==> src/rtl/acc_pkg.sv <==
package acc_pkg;

    localparam int OPC_W = 4;

    localparam logic [OPC_W-1:0] OP_LOAD  = 4'd1;
    localparam logic [OPC_W-1:0] OP_STORE = 4'd2;
    localparam logic [OPC_W-1:0] OP_IN    = 4'd3;
    localparam logic [OPC_W-1:0] OP_ADD   = 4'd5;
    localparam logic [OPC_W-1:0] OP_OUT   = 4'd7;

    typedef enum logic [3:0] {
        FETCH_ADDR,
        FETCH_READ,
        FETCH_CAPTURE,
        FETCH_IR,
        EXEC_ADDR,
        EXEC_READ,
        EXEC_CAPTURE,
        WB_LOAD,
        WB_ADD,
        STORE_BUF,
        STORE_WRITE,
        IN_READ,
        OUT_BUF,
        OUT_WRITE,
        HALT
    } state_t;

    typedef struct packed {
        logic mar_from_pc;
        logic mar_from_ir;
        logic pc_inc;
        logic mbr_from_mem;
        logic mbr_from_ac;
        logic mbr_from_io;
        logic ir_from_mbr;
        logic ac_from_mbr;
        logic ac_from_sum;
    } ctrl_t;

endpackage

==> src/rtl/acc_seq.sv <==
module acc_seq
    import acc_pkg::*;
(
    input  logic             clk,
    input  logic             rst_n,
    input  logic [OPC_W-1:0] mbr_opc,
    input  logic [OPC_W-1:0] ir_opc,
    output ctrl_t            ctrl,
    output logic             mem_re,
    output logic             mem_we,
    output logic             io_rd,
    output logic             io_wr,
    output logic             halted
);

    state_t state, state_nxt;

    // State register
    always_ff @(posedge clk) begin
        if (!rst_n) state <= FETCH_ADDR;
        else        state <= state_nxt;
    end

    // Transitions
    always_comb begin
        state_nxt = state;
        unique case (state)
            FETCH_ADDR:    state_nxt = FETCH_READ;
            FETCH_READ:    state_nxt = FETCH_CAPTURE;
            FETCH_CAPTURE: state_nxt = FETCH_IR;
            FETCH_IR: begin
                unique case (mbr_opc)
                    OP_LOAD, OP_ADD, OP_STORE: state_nxt = EXEC_ADDR;
                    OP_IN:                     state_nxt = IN_READ;
                    OP_OUT:                    state_nxt = OUT_BUF;
                    default:                   state_nxt = HALT;
                endcase
            end
            EXEC_ADDR:     state_nxt = (ir_opc == OP_STORE) ? STORE_BUF : EXEC_READ;
            EXEC_READ:     state_nxt = EXEC_CAPTURE;
            EXEC_CAPTURE:  state_nxt = (ir_opc == OP_ADD) ? WB_ADD : WB_LOAD;
            WB_LOAD:       state_nxt = FETCH_ADDR;
            WB_ADD:        state_nxt = FETCH_ADDR;
            STORE_BUF:     state_nxt = STORE_WRITE;
            STORE_WRITE:   state_nxt = FETCH_ADDR;
            IN_READ:       state_nxt = WB_LOAD;
            OUT_BUF:       state_nxt = OUT_WRITE;
            OUT_WRITE:     state_nxt = FETCH_ADDR;
            HALT:          state_nxt = HALT;
            default:       state_nxt = HALT;
        endcase
    end

    // Outputs
    always_comb begin
        ctrl   = '0;
        mem_re = 1'b0;
        mem_we = 1'b0;
        io_rd  = 1'b0;
        io_wr  = 1'b0;
        halted = 1'b0;
        unique case (state)
            FETCH_ADDR:    ctrl.mar_from_pc = 1'b1;
            FETCH_READ: begin
                mem_re      = 1'b1;
                ctrl.pc_inc = 1'b1;
            end
            FETCH_CAPTURE: ctrl.mbr_from_mem = 1'b1;
            FETCH_IR:      ctrl.ir_from_mbr  = 1'b1;
            EXEC_ADDR:     ctrl.mar_from_ir  = 1'b1;
            EXEC_READ:     mem_re = 1'b1;
            EXEC_CAPTURE:  ctrl.mbr_from_mem = 1'b1;
            WB_LOAD:       ctrl.ac_from_mbr  = 1'b1;
            WB_ADD:        ctrl.ac_from_sum  = 1'b1;
            STORE_BUF:     ctrl.mbr_from_ac  = 1'b1;
            STORE_WRITE:   mem_we = 1'b1;
            IN_READ: begin
                io_rd            = 1'b1;
                ctrl.mbr_from_io = 1'b1;
            end
            OUT_BUF:       ctrl.mbr_from_ac = 1'b1;
            OUT_WRITE:     io_wr = 1'b1;
            HALT:          halted = 1'b1;
            default:       halted = 1'b1;
        endcase
    end

    assert_halt_sticky_R8: assert property (@(posedge clk) disable iff (!rst_n)
        halted |=> halted);

    assert_halt_quiet_R8: assert property (@(posedge clk) disable iff (!rst_n)
        halted |-> !(mem_re || mem_we || io_rd || io_wr));

    // I/O strobes last a single cycle
    assert_io_pulse_R6: assert property (@(posedge clk) disable iff (!rst_n)
        (io_rd || io_wr) |=> !(io_rd || io_wr));

    assert_mem_exclusive_R9: assert property (@(posedge clk) disable iff (!rst_n)
        !(mem_re && mem_we));

endmodule

==> src/rtl/acc_datapath.sv <==
module acc_datapath
    import acc_pkg::*;
#(
    parameter int              DATA_W     = 16,
    parameter int              ADDR_W     = 12,
    parameter logic [ADDR_W-1:0] START_ADDR = 12'h300
) (
    input  logic              clk,
    input  logic              rst_n,
    input  ctrl_t             ctrl,
    input  logic [DATA_W-1:0] mem_rdata,
    input  logic [DATA_W-1:0] io_rdata,
    output logic [ADDR_W-1:0] mar,
    output logic [DATA_W-1:0] mbr,
    output logic [DATA_W-1:0] ir,
    output logic [DATA_W-1:0] ac
);

    localparam int OPND_W = DATA_W - OPC_W;

    logic [ADDR_W-1:0] pc;
    logic [OPND_W-1:0] operand;

    assign operand = ir[OPND_W-1:0];

    always_ff @(posedge clk) begin
        if (!rst_n) begin
            pc  <= START_ADDR;
            mar <= '0;
            mbr <= '0;
            ir  <= '0;
            ac  <= '0;
        end else begin
            if (ctrl.mar_from_pc)      mar <= pc;
            else if (ctrl.mar_from_ir) mar <= operand[ADDR_W-1:0];

            if (ctrl.pc_inc) pc <= pc + 1'b1;

            if (ctrl.mbr_from_mem)     mbr <= mem_rdata;
            else if (ctrl.mbr_from_ac) mbr <= ac;
            else if (ctrl.mbr_from_io) mbr <= io_rdata;

            if (ctrl.ir_from_mbr) ir <= mbr;

            if (ctrl.ac_from_mbr)      ac <= mbr;
            else if (ctrl.ac_from_sum) ac <= ac + mbr;
        end
    end

    // the PC changes only by a single increment
    assert_pc_step_R2: assert property (@(posedge clk) disable iff (!rst_n)
        $changed(pc) |-> (pc == $past(pc) + 1'b1));

endmodule

==> src/rtl/acc_core.sv <==
module acc_core
    import acc_pkg::*;
#(
    parameter int              DATA_W     = 16,
    parameter int              ADDR_W     = 12,
    parameter logic [ADDR_W-1:0] START_ADDR = 12'h300
) (
    input  logic              clk,
    input  logic              rst_n,
    output logic [ADDR_W-1:0] mem_addr,
    output logic              mem_re,
    output logic              mem_we,
    output logic [DATA_W-1:0] mem_wdata,
    input  logic [DATA_W-1:0] mem_rdata,
    output logic [ADDR_W-1:0] io_addr,
    output logic              io_rd,
    output logic              io_wr,
    output logic [DATA_W-1:0] io_wdata,
    input  logic [DATA_W-1:0] io_rdata,
    output logic              halted
);

    ctrl_t             ctrl;
    logic [ADDR_W-1:0] mar;
    logic [DATA_W-1:0] mbr;
    logic [DATA_W-1:0] ir;
    logic [DATA_W-1:0] ac;

    acc_seq u_seq (
        .clk     (clk),
        .rst_n   (rst_n),
        .mbr_opc (mbr[DATA_W-1 -: OPC_W]),
        .ir_opc  (ir[DATA_W-1 -: OPC_W]),
        .ctrl    (ctrl),
        .mem_re  (mem_re),
        .mem_we  (mem_we),
        .io_rd   (io_rd),
        .io_wr   (io_wr),
        .halted  (halted)
    );

    acc_datapath #(
        .DATA_W     (DATA_W),
        .ADDR_W     (ADDR_W),
        .START_ADDR (START_ADDR)
    ) u_dp (
        .clk       (clk),
        .rst_n     (rst_n),
        .ctrl      (ctrl),
        .mem_rdata (mem_rdata),
        .io_rdata  (io_rdata),
        .mar       (mar),
        .mbr       (mbr),
        .ir        (ir),
        .ac        (ac)
    );

    assign mem_addr  = mar;
    assign mem_wdata = mbr;
    assign io_addr   = ir[ADDR_W-1:0];
    assign io_wdata  = mbr;

    assert_store_data_R4: assert property (@(posedge clk) disable iff (!rst_n)
        mem_we |-> (mem_wdata == ac));

    assert_out_data_R7: assert property (@(posedge clk) disable iff (!rst_n)
        io_wr |-> (io_wdata == ac));

endmodule

==> config.mk <==
export PLATFORM = sky130hd
export DESIGN_NAME = acc_core
export DESIGN_NICKNAME = d
export VERILOG_FILES = /design/src/rtl/acc_pkg.sv /design/src/rtl/acc_seq.sv /design/src/rtl/acc_datapath.sv /design/src/rtl/acc_core.sv
export SDC_FILE = /design/constraint.sdc
export NUM_CORES = 1
export LEC_CHECK = 0
export BUFFER_PORTS_ARGS = -buffer_cell sky130_fd_sc_hd__buf_2
export CAP_MARGIN = 20
export CELL_PAD_IN_SITES_DETAIL_PLACEMENT = 0
export CELL_PAD_IN_SITES_GLOBAL_PLACEMENT = 1
export CORE_MARGIN = 5
export CORE_UTILIZATION = 36
export CTS_CLUSTER_DIAMETER = 150
export DETAILED_ROUTE_END_ITERATION = 8
export PLACE_DENSITY = 0.74
export SLEW_MARGIN = 20
export SYNTH_ARGS = -nofsm -noshare
export SYNTH_HDL_FRONTEND = slang
export SYNTH_SLANG_ARGS = --single-unit
==> constraint.sdc <==
create_clock -name clk -period 2.2 [get_ports clk]
set_clock_uncertainty 0.05 [all_clocks]
set_input_delay 0.33 -clock clk [delete_from_list [all_inputs] [get_ports clk]]
set_output_delay 0.33 -clock clk [all_outputs]
set_load 0.01 [all_outputs]
==> run_results.csv, run 1 <==
group,metric,value,unit
cts,htreeDepth,3,
cts,cts_buffer_depth,2,
worst_setup_path,criticalPathCategory,"reg2reg",
routing,dr.first_iter.drc_count,263,
grt,grt_pass1_wl,20800,µm
power,p_per_area,718,nW/µm²
synth,synth_top_flop_cell,"dfxtp_1",
die,rows,39,
sta,tightest_slew,0.576,ns
cts,cts_tree,"yes",
routing,routed_wl,12900,µm
final_layout,finalNonFillerCells,771,
synth,syn-instance-count,533,
sta,slew_headroom,61.6,%
routing,via_count,4171,
synth,yosysSeqAreaShare,35.4,%
routing,wl_per_cell,16.7,µm
sta,rsz0062_at_grt,"yes",
die,fp.dieH,119,µm
sta,layout_min_cycle_time,2.19,ns
grt,grt_overflow_total,0,
synth,yosysWarnings,0,
power,ir_drop,0.349,mV
cts,clock_latency,0.34,ns
worst_setup_path,cp.arrival,2.40,ns
place,gp_congestion,0.824,
sta,finalHoldViolations,0,
place,portBuffers,94,
final_layout,diodes,0,
die,die-width,119,µm
worst_setup_path,worstPathRequired,2.42,ns
synth,syn_avg_cell_area,8.06,µm²
worst_setup_path,endpoint_kind,"register",
synth,netlist_area,4300,µm²
place,place_hpwl,9350,µm
cts,cts_hold_buf,0,
synth,async_flop_share,0,%
synth,synth_top_area_share,35.4,%
final_layout,nets,674,
sta,final.period_utilization,99.3,%
die,io_pins,95,
synth,synth_edf_count,0,
worst_hold_path,hold_path_class,"in2reg",
grt,antenna_found_initial,0,
sta,totalNegativeSetupSlack,0,ns
power,power_leakage,2.34,nW
run_status,status,"finished clean",
synth,ys_seq_elements,76,
grt,grt_use_total,18.0,%
routing,route.detailed.drc,0,
sta,max_freq,458,MHz
final_layout,syn_to_final_growth,24.3,%
routing,postRouteAntennaNets,0,
routing,avgViaCountPerCell,5.41,
die,core-area,11600,µm²
cts,path_clk_slew,0.06,ns
die,start_util,37.1,%
synth,syn-num-nets,584,
die,dieArea,14200,µm²
cts,cts-root-buf,"clkbuf_16",
job,maxCapViolations,0,
synth,synth_cell_types,51,
cts,clkSinkCount,76,
sta,setup_viol,0,
routing,dr.pass1.iters,5,
worst_setup_path,crit_fanout,3,
final_layout,mostFrequentLayoutCells,"buf_2, dfxtp_1, nand2_1",
final_layout,num-fill-cells,1140,
grt,grt_pass1_vias,4161,
final_layout,drive_above_1_share,29.0,%
final_layout,layout_commonest_cell,"buf_2",
worst_setup_path,cp-start-kind,"register",
synth,synth_area_leader_cell,"dfxtp_1",
sta,whs,0.216,ns
cts,cts_buffers,9,
sta,final_max_slew_viol_count,0,
place,place_inst,753,
synth,synth.area.top_cells,"dfxtp_1, a21oi_1, a22oi_1",
grt,grt_max_degree,38,
## Yosys cell counts (2+ instances only)
library cell	n
and3_1	3
a21oi_1	67
nand4_1	4
nor2_1	39
xnor2_1	5
nor2b_1	4
o22a_1	2
o21ai_0	15
or3_1	22
dfxtp_1	76
nand2b_1	8
nor3_1	9
nand3_1	11
o21ai_1	3
o22ai_1	4
o221ai_1	3
a21o_1	7
nor3b_1	3
a211oi_1	3
buf_2	6
ha_1	16
inv_1	6
a31oi_1	3
a22oi_1	40
clkbuf_1	25
nand2_1	67
a221oi_1	4
xor2_1	11
mux2i_1	17
buf_4	29
## where the power goes
| group | leakage [nW] | switching, mW | internal, mW |
|---|---|---|---|
| registers | 0.619 | 0.0735 | 1.45 |
| logic | 1.59 | 0.523 | 0.383 |
| clock network | 0.129 | 0.624 | 0.777 |
| total | 2.34 | 1.22 | 2.61 |
## critical path, cell delays in order (launching register included)
cell and delay (ns):
dfxtp_1 0.37, ha_1 0.26, a21o_1 0.18, a21o_1 0.19, a21o_1 0.20, or3_1 0.31
a31o_1 0.20, a21bo_1 0.20, a31oi_1 0.16
## final timing paths
check	from	endpoint	slack, ns	cells after the start
max	u_dp.ac[12]	u_dp.ac[15]	0.01	8
min	mem_rdata[0]	u_dp.mbr[0]	0.22	3
max reg2reg	u_dp.ac[12]	u_dp.ac[15]	0.01	8
min reg2reg	u_dp.mar[3]	u_dp.mar[3]	0.40	2
## flip-flops by register name, indices dropped and copies added (netlist names)
name         count
u_dp.ac         16
u_dp.ir         16
u_dp.mar        12
u_dp.mbr        16
u_dp.pc         12
u_seq.state      4
## metrics by stage
stage	setup slack (ns)	utilization, %	power (mW)	instance area [µm²]
after detailed placement	-0.120	42.9	2.45	4960
after global routing	-0.0687	46.2	4.03	5340
after CTS	0.00704	46.0	3.87	5320
final	0.0149	46.2	3.83	5340
after floorplan	-0.0212	-	2.12	4300
after global placement	-0.0342	42.9	2.44	4960
## what timing repair did
action | 4_1_cts | 5_1_grt
pin swaps | 5 | 6
setup endpoints to repair | 5 | 8
endpoints found under the hold margin | 0 | 0
resized for setup | 11 | 9
buffers inserted | 2 | 0
## area by class of cell
cell class / count / area [µm²] / area share (%)
clock buffers: 9 / 225 / 4.22
clock inverters: 7 / 57.6 / 1.08
flip-flops and latches: 76 / 1530 / 28.6
repair buffers: 140 / 841 / 15.7
multi-input cells: 389 / 2480 / 46.5
well taps: 143 / 179 / 3.35
inverters: 7 / 26.3 / 0.492
## cells by family after synthesis
group,count (synthesis),synth area share [%]
and+or+nand+nor,178,19.7
AOI/OAI and AO/OA,160,23.4
DFF,76,35.4
buffers and inverters,68,8.83
muxes,18,4.22
adders and majority gates,17,5.13
xor gates and xnor gates,16,3.26
## metal layers
layer / GRT usage [%] / vias up / share of wire [%]
li1: - / 2075 / -
met1: 22.6 / 1980 / 44
met2: 30.6 / 101 / 49
met3: 3.93 / 15 / 5.1
met4: 6.23 / 0 / 1.6
met5: 0 / - / 0
Note: power is estimated with default switching activity, not from simulation.
==> run 2: changes to the inputs <==
BUFFER_PORTS_ARGS = not set   (was -buffer_cell sky130_fd_sc_hd__buf_2)
CORE_UTILIZATION = 42   (was 36)
DONT_BUFFER_PORTS = 1   (was not set)
==> run 2 against run 1 <==
Worst setup slack worse by 0.068 ns. Non-clock buffer count down 92. Via count shrank 8.9%. The run now ends with negative setup slack left. Flip-flop and latch count unchanged. Utilization increased by 1.1 points. First-iteration DRC count is 12% lower. Critical endpoint is now u_dp.ac[12]. Wire length decreased by 6.4%. Worst hold slack worse by 0.15 ns.
==> run_results.csv, run 2 (same netlist as run 1, synthesis figures left out) <==
group,metric,value,unit
cts,clock_latency,0.35,ns
grt,grt_overflow_total,0,
die,rows,37,
die,fp.dieH,111,µm
worst_setup_path,reg2reg_setup_slack,-0.05,ns
sta,final_max_slew_viol_count,0,
grt,grt_use_total,19.4,%
sta,worst_slack,-0.0530,ns
sta,tightest_slew,0.658,ns
cts,htreeDepth,3,
place,portBuffers,0,
place,dpl_worst_slack,-0.0750,ns
sta,rsz0062_at_grt,"yes",
final_layout,nets,582,
routing,dr.first_iter.drc_count,231,
place,place_area,4480,µm²
die,core-area,10100,µm²
routing,avgViaCountPerCell,5.66,
sta,slew_headroom,56.2,%
run_status,violations,"negative setup slack",
routing,route.detailed.drc,0,
routing,routed_wl,12000,µm
power,power,3.37,mW
cts,cts_buffer_depth,2,
sta,final.period_utilization,102,%
final_layout,syn_to_final_growth,11.7,%
final_layout,drive_above_1_share,17.2,%
grt,antenna_found_initial,0,
sta,whs,0.0713,ns
final_layout,diodes,0,
job,maxCapViolations,0,
final_layout,design_area,4800,µm²
routing,wl_per_cell,17.9,µm
die,die-width,111,µm
sta,max_freq,444,MHz
cts,cts-root-buf,"clkbuf_8",
worst_setup_path,worstPathRequired,2.43,ns
worst_setup_path,r2r_start,"u_dp.ac[0]",
worst_setup_path,crit_fanout,4,
die,dieArea,12300,µm²
routing,postRouteAntennaNets,0,
worst_setup_path,endpoint_kind,"register",
final_layout,mostFrequentLayoutCells,"dfxtp_1, nand2_1, a21oi_1",
cts,cts_buffers,9,
worst_hold_path,hold_path_class,"in2reg",
worst_setup_path,critical_path.startpoint,"u_dp.ac[0]",
final_layout,utilization,47.3,%
cts,cts_tree,"yes",
place,gp_congestion,0.842,
die,start_util,42.4,%
worst_setup_path,cp-start-kind,"register",
place,place_hpwl,8640,µm
power,p_per_area,703,nW/µm²
grt,grt_pass1_wl,19800,µm
sta,layout_min_cycle_time,2.25,ns
die,io_pins,95,
run_status,status,"finished, violations left",
sta,finalHoldViolations,0,
power,power_leakage,1.85,nW
sta,setup_viol,1,
grt,grt_pass1_vias,3739,
cts,path_clk_slew,0.09,ns
cts,clkSinkCount,76,
power,ir_drop,0.323,mV
worst_setup_path,criticalPathCategory,"reg2reg",
worst_setup_path,cp.arrival,2.48,ns
grt,grt_max_degree,74,
routing,dr.pass1.iters,4,
final_layout,layout_commonest_cell,"dfxtp_1",
routing,via_count,3801,
worst_hold_path,min-delay-start,"rst_n",
final_layout,num-fill-cells,991,
final_layout,reg_top3,"u_dp.ac x16, u_dp.ir x16, u_dp.mbr x16",
[run 2: changes by cell type in the layout (fill, tap and decap cells not counted), sizes merged]
cell | before | now
buf | 140 | 47
dlygate4sd3 | 0 | 1
inv | 10 | 12
clkinvlp | 3 | 1
[run 2: path summary, 6_finish.rpt]
path,end,cells after the start
min reg2reg,u_dp.ir[12],2
max,u_dp.ac[12],10
min,u_seq.state[1],2
max reg2reg,u_dp.ac[12],10
[run 2: worst max-delay path, cell delays in order (launching register included)]
cell,delay [ns]
dfxtp_2,0.38
ha_4,0.16
inv_2,0.04
fa_2,0.38
nor2b_2,0.15
o21ai_2,0.07
a21boi_2,0.21
o41ai_4,0.12
o21ai_1,0.21
mux2_4,0.33
o22ai_2,0.08
[run 2: power by group]
group	switching (mW)	total, mW	internal [mW]
Sequential	0.0848	1.54	1.45
Clock	0.613	1.05	0.440
Combinational	0.472	0.778	0.306
Total	1.17	3.37	2.20
[run 2: stage by stage]
step / TNS (ns) / std cells
finish: -0.0530 / 672
floorplan: -0.0212 / 533
global route: -0.206 / 672
detailed placement: -0.139 / 652
CTS: -0.0254 / 670
global placement: -0.0325 / 652
[run 2: routing by layer]
| layer | up-vias | wire [µm] | track usage (%) |
|---|---|---|---|
| li1 | 1879 | - | - |
| met1 | 1812 | 5300 | 24.8 |
| met2 | 99 | 6000 | 33.6 |
| met3 | 11 | 636 | 4.37 |
| met4 | 0 | 109 | 3.89 |
| met5 | - | 0 | 0 |
[run 2: layout make-up]
cell class                 count  area [µm²]  area share (%)
multi-input combinational    389        2510            52.3
tap                          136         170            3.55
inverter                       7        26.3           0.548
sequential                    76        1530            31.9
clock inverter                 7        65.1            1.36
clock buffer                   9         124            2.58
timing repair buffer          48         375            7.83
[run 2: repair_timing]
action | 4_1_cts | 5_1_grt
endpoints found under the setup margin | 5 | 11
hold endpoints to repair | 2 | 0
pin swaps | 3 | 9
setup buffers | 1 | 2
gates resized for setup | 4 | 19
hold buffers | 1 | 0
==> run 3: changes to the inputs <==
--- a/constraint.sdc
+++ b/constraint.sdc
@@ -3,3 +3,3 @@
 set_input_delay 0.33 -clock clk [delete_from_list [all_inputs] [get_ports clk]]
 set_output_delay 0.33 -clock clk [all_outputs]
-set_load 0.01 [all_outputs]
+set_load 0.05 [all_outputs]
==> run 3 against run 2 <==
Worst setup slack better by 0.059 ns. Clock-buffer cell count up 1. Clock power up 5%. Utilization up 0.43 points. Worst hold slack better by 0.013 ns. Die area unchanged. The flow now finishes without violations. Global-route usage down 0.077 points. Critical path depth unchanged. Total power up 11%. Sequential power up 3%. Non-clock buffer count up 5.
==> run_results.csv, run 3 (same netlist as run 1, synthesis figures left out) <==
group,metric,value,unit
routing,avgViaCountPerCell,5.63,
grt,antenna_found_initial,0,
die,core-area,10100,µm²
run_status,status,"finished clean",
die,dieArea,12300,µm²
die,die-width,111,µm
sta,rsz0062_at_grt,"yes",
worst_setup_path,worstPathRequired,2.43,ns
power,power,3.73,mW
power,power_leakage,1.89,nW
place,place_hpwl,8790,µm
routing,wl_per_cell,17.9,µm
sta,slew_headroom,56.2,%
routing,route.detailed.drc,0,
job,maxCapViolations,0,
worst_setup_path,cp.arrival,2.43,ns
cts,clkSinkCount,76,
grt,grt_pass1_vias,3744,
cts,path_clk_slew,0.08,ns
worst_hold_path,hold_path_class,"in2reg",
final_layout,finalNonFillerCells,677,
routing,dr.pass1.iters,5,
routing,via_count,3814,
power,p_per_area,770,nW/µm²
grt,grt_use_total,19.3,%
sta,setup_viol,0,
grt,grt_overflow_total,0,
final_layout,syn_to_final_growth,12.7,%
cts,cts_tree,"yes",
cts,cts_buffer_depth,2,
grt,grt_max_degree,33,
final_layout,nets,587,
place,place_inst,657,
power,ir_drop,0.330,mV
final_layout,layout_commonest_cell,"nand2_1",
final_layout,num-fill-cells,978,
sta,max_freq,456,MHz
cts,cts_buffers,9,
die,start_util,42.4,%
worst_setup_path,endpoint_kind,"register",
cts,clock_latency,0.36,ns
sta,finalHoldViolations,0,
final_layout,diodes,0,
worst_setup_path,criticalPathCategory,"reg2reg",
worst_setup_path,crit_fanout,4,
grt,grt_pass1_wl,19600,µm
routing,postRouteAntennaNets,0,
final_layout,drive_above_1_share,19.2,%
sta,final_max_slew_viol_count,0,
final_layout,reg_top3,"u_dp.ac x16, u_dp.ir x16, u_dp.mbr x16",
routing,dr.first_iter.drc_count,233,
sta,tightest_slew,0.657,ns
sta,final.period_utilization,99.7,%
place,gp_congestion,0.802,
place,portBuffers,0,
routing,routed_wl,12100,µm
sta,layout_min_cycle_time,2.19,ns
worst_setup_path,reg2reg_setup_slack,0.006,ns
worst_setup_path,cp-start-kind,"register",
die,rows,37,
cts,htreeDepth,3,
die,fp.dieH,111,µm
final_layout,mostFrequentLayoutCells,"nand2_1, a21oi_1, dfxtp_1",
die,io_pins,95,
cts,cts-root-buf,"clkbuf_8",
[run 3: routing by layer]
metal / GRT usage [%] / wire, µm / vias up
met5: 0 / 0 / -
met4: 6.33 / 219 / 0
met3: 4.20 / 495 / 15
met2: 33.7 / 6130 / 69
met1: 23.6 / 5250 / 1838
li1: - / - / 1892
[run 3: where the power goes]
group | leakage [nW] | switching (mW) | total (mW) | internal (mW)
Clock | 0.102 | 0.565 | 1.10 | 0.538
Sequential | 0.623 | 0.123 | 1.58 | 1.46
Combinational | 1.16 | 0.736 | 1.04 | 0.307
Total | 1.89 | 1.42 | 3.73 | 2.30
[run 3: cell type report]
class / count / area (µm²) / area share, %
multi-input cells: 389 / 2500 / 51.6
flip-flops and latches: 76 / 1550 / 32.0
repair buffers: 53 / 400 / 8.27
well taps: 136 / 170 / 3.52
clock buffers: 10 / 128 / 2.64
clock inverters: 6 / 71.3 / 1.47
inverters: 7 / 26.3 / 0.543
[run 3: repair_timing]
action / CTS / global route
pin swaps: 2 / 10
hold endpoints to repair: 2 / 0
hold buffers: 1 / 0
setup buffers: 0 / 3
endpoints found under the setup margin: 4 / 5
gates resized for setup: 6 / 9
[run 3: path summary, 6_finish.rpt]
path	start	end	cells after the start
worst max-delay path	u_dp.mbr[0]	u_dp.ac[12]	10
worst min-delay path	rst_n	u_seq.state[1]	2
worst max register to register	u_dp.mbr[0]	u_dp.ac[12]	10
worst min register to register	u_dp.ir[14]	u_dp.ir[14]	2
[run 3: metrics by stage]
stage               area [µm²]  util [%]  TNS, ns  hold WS (ns)  worst slack [ns]
floorplan                 4350         -  -0.0114         0.342           -0.0114
global placement          4550      44.9        0         0.345           0.00489
detailed placement        4550      44.9   -0.294         0.352           -0.0937
CTS                       4790      47.3        0        0.0680            0.0112
global route              4840      47.7   -0.111        0.0934           -0.0759
finish                    4840      47.7        0        0.0843           0.00633
[run 3: critical path: stages, from the launching register on]
cell and delay, ns:
dfxtp_4 0.37, ha_4 0.13, inv_2 0.04, fa_2 0.40, nor2b_4 0.13, o21ai_2 0.07
a21boi_2 0.22, o41ai_4 0.11, o21ai_1 0.20, mux2_4 0.32, o22ai_2 0.08
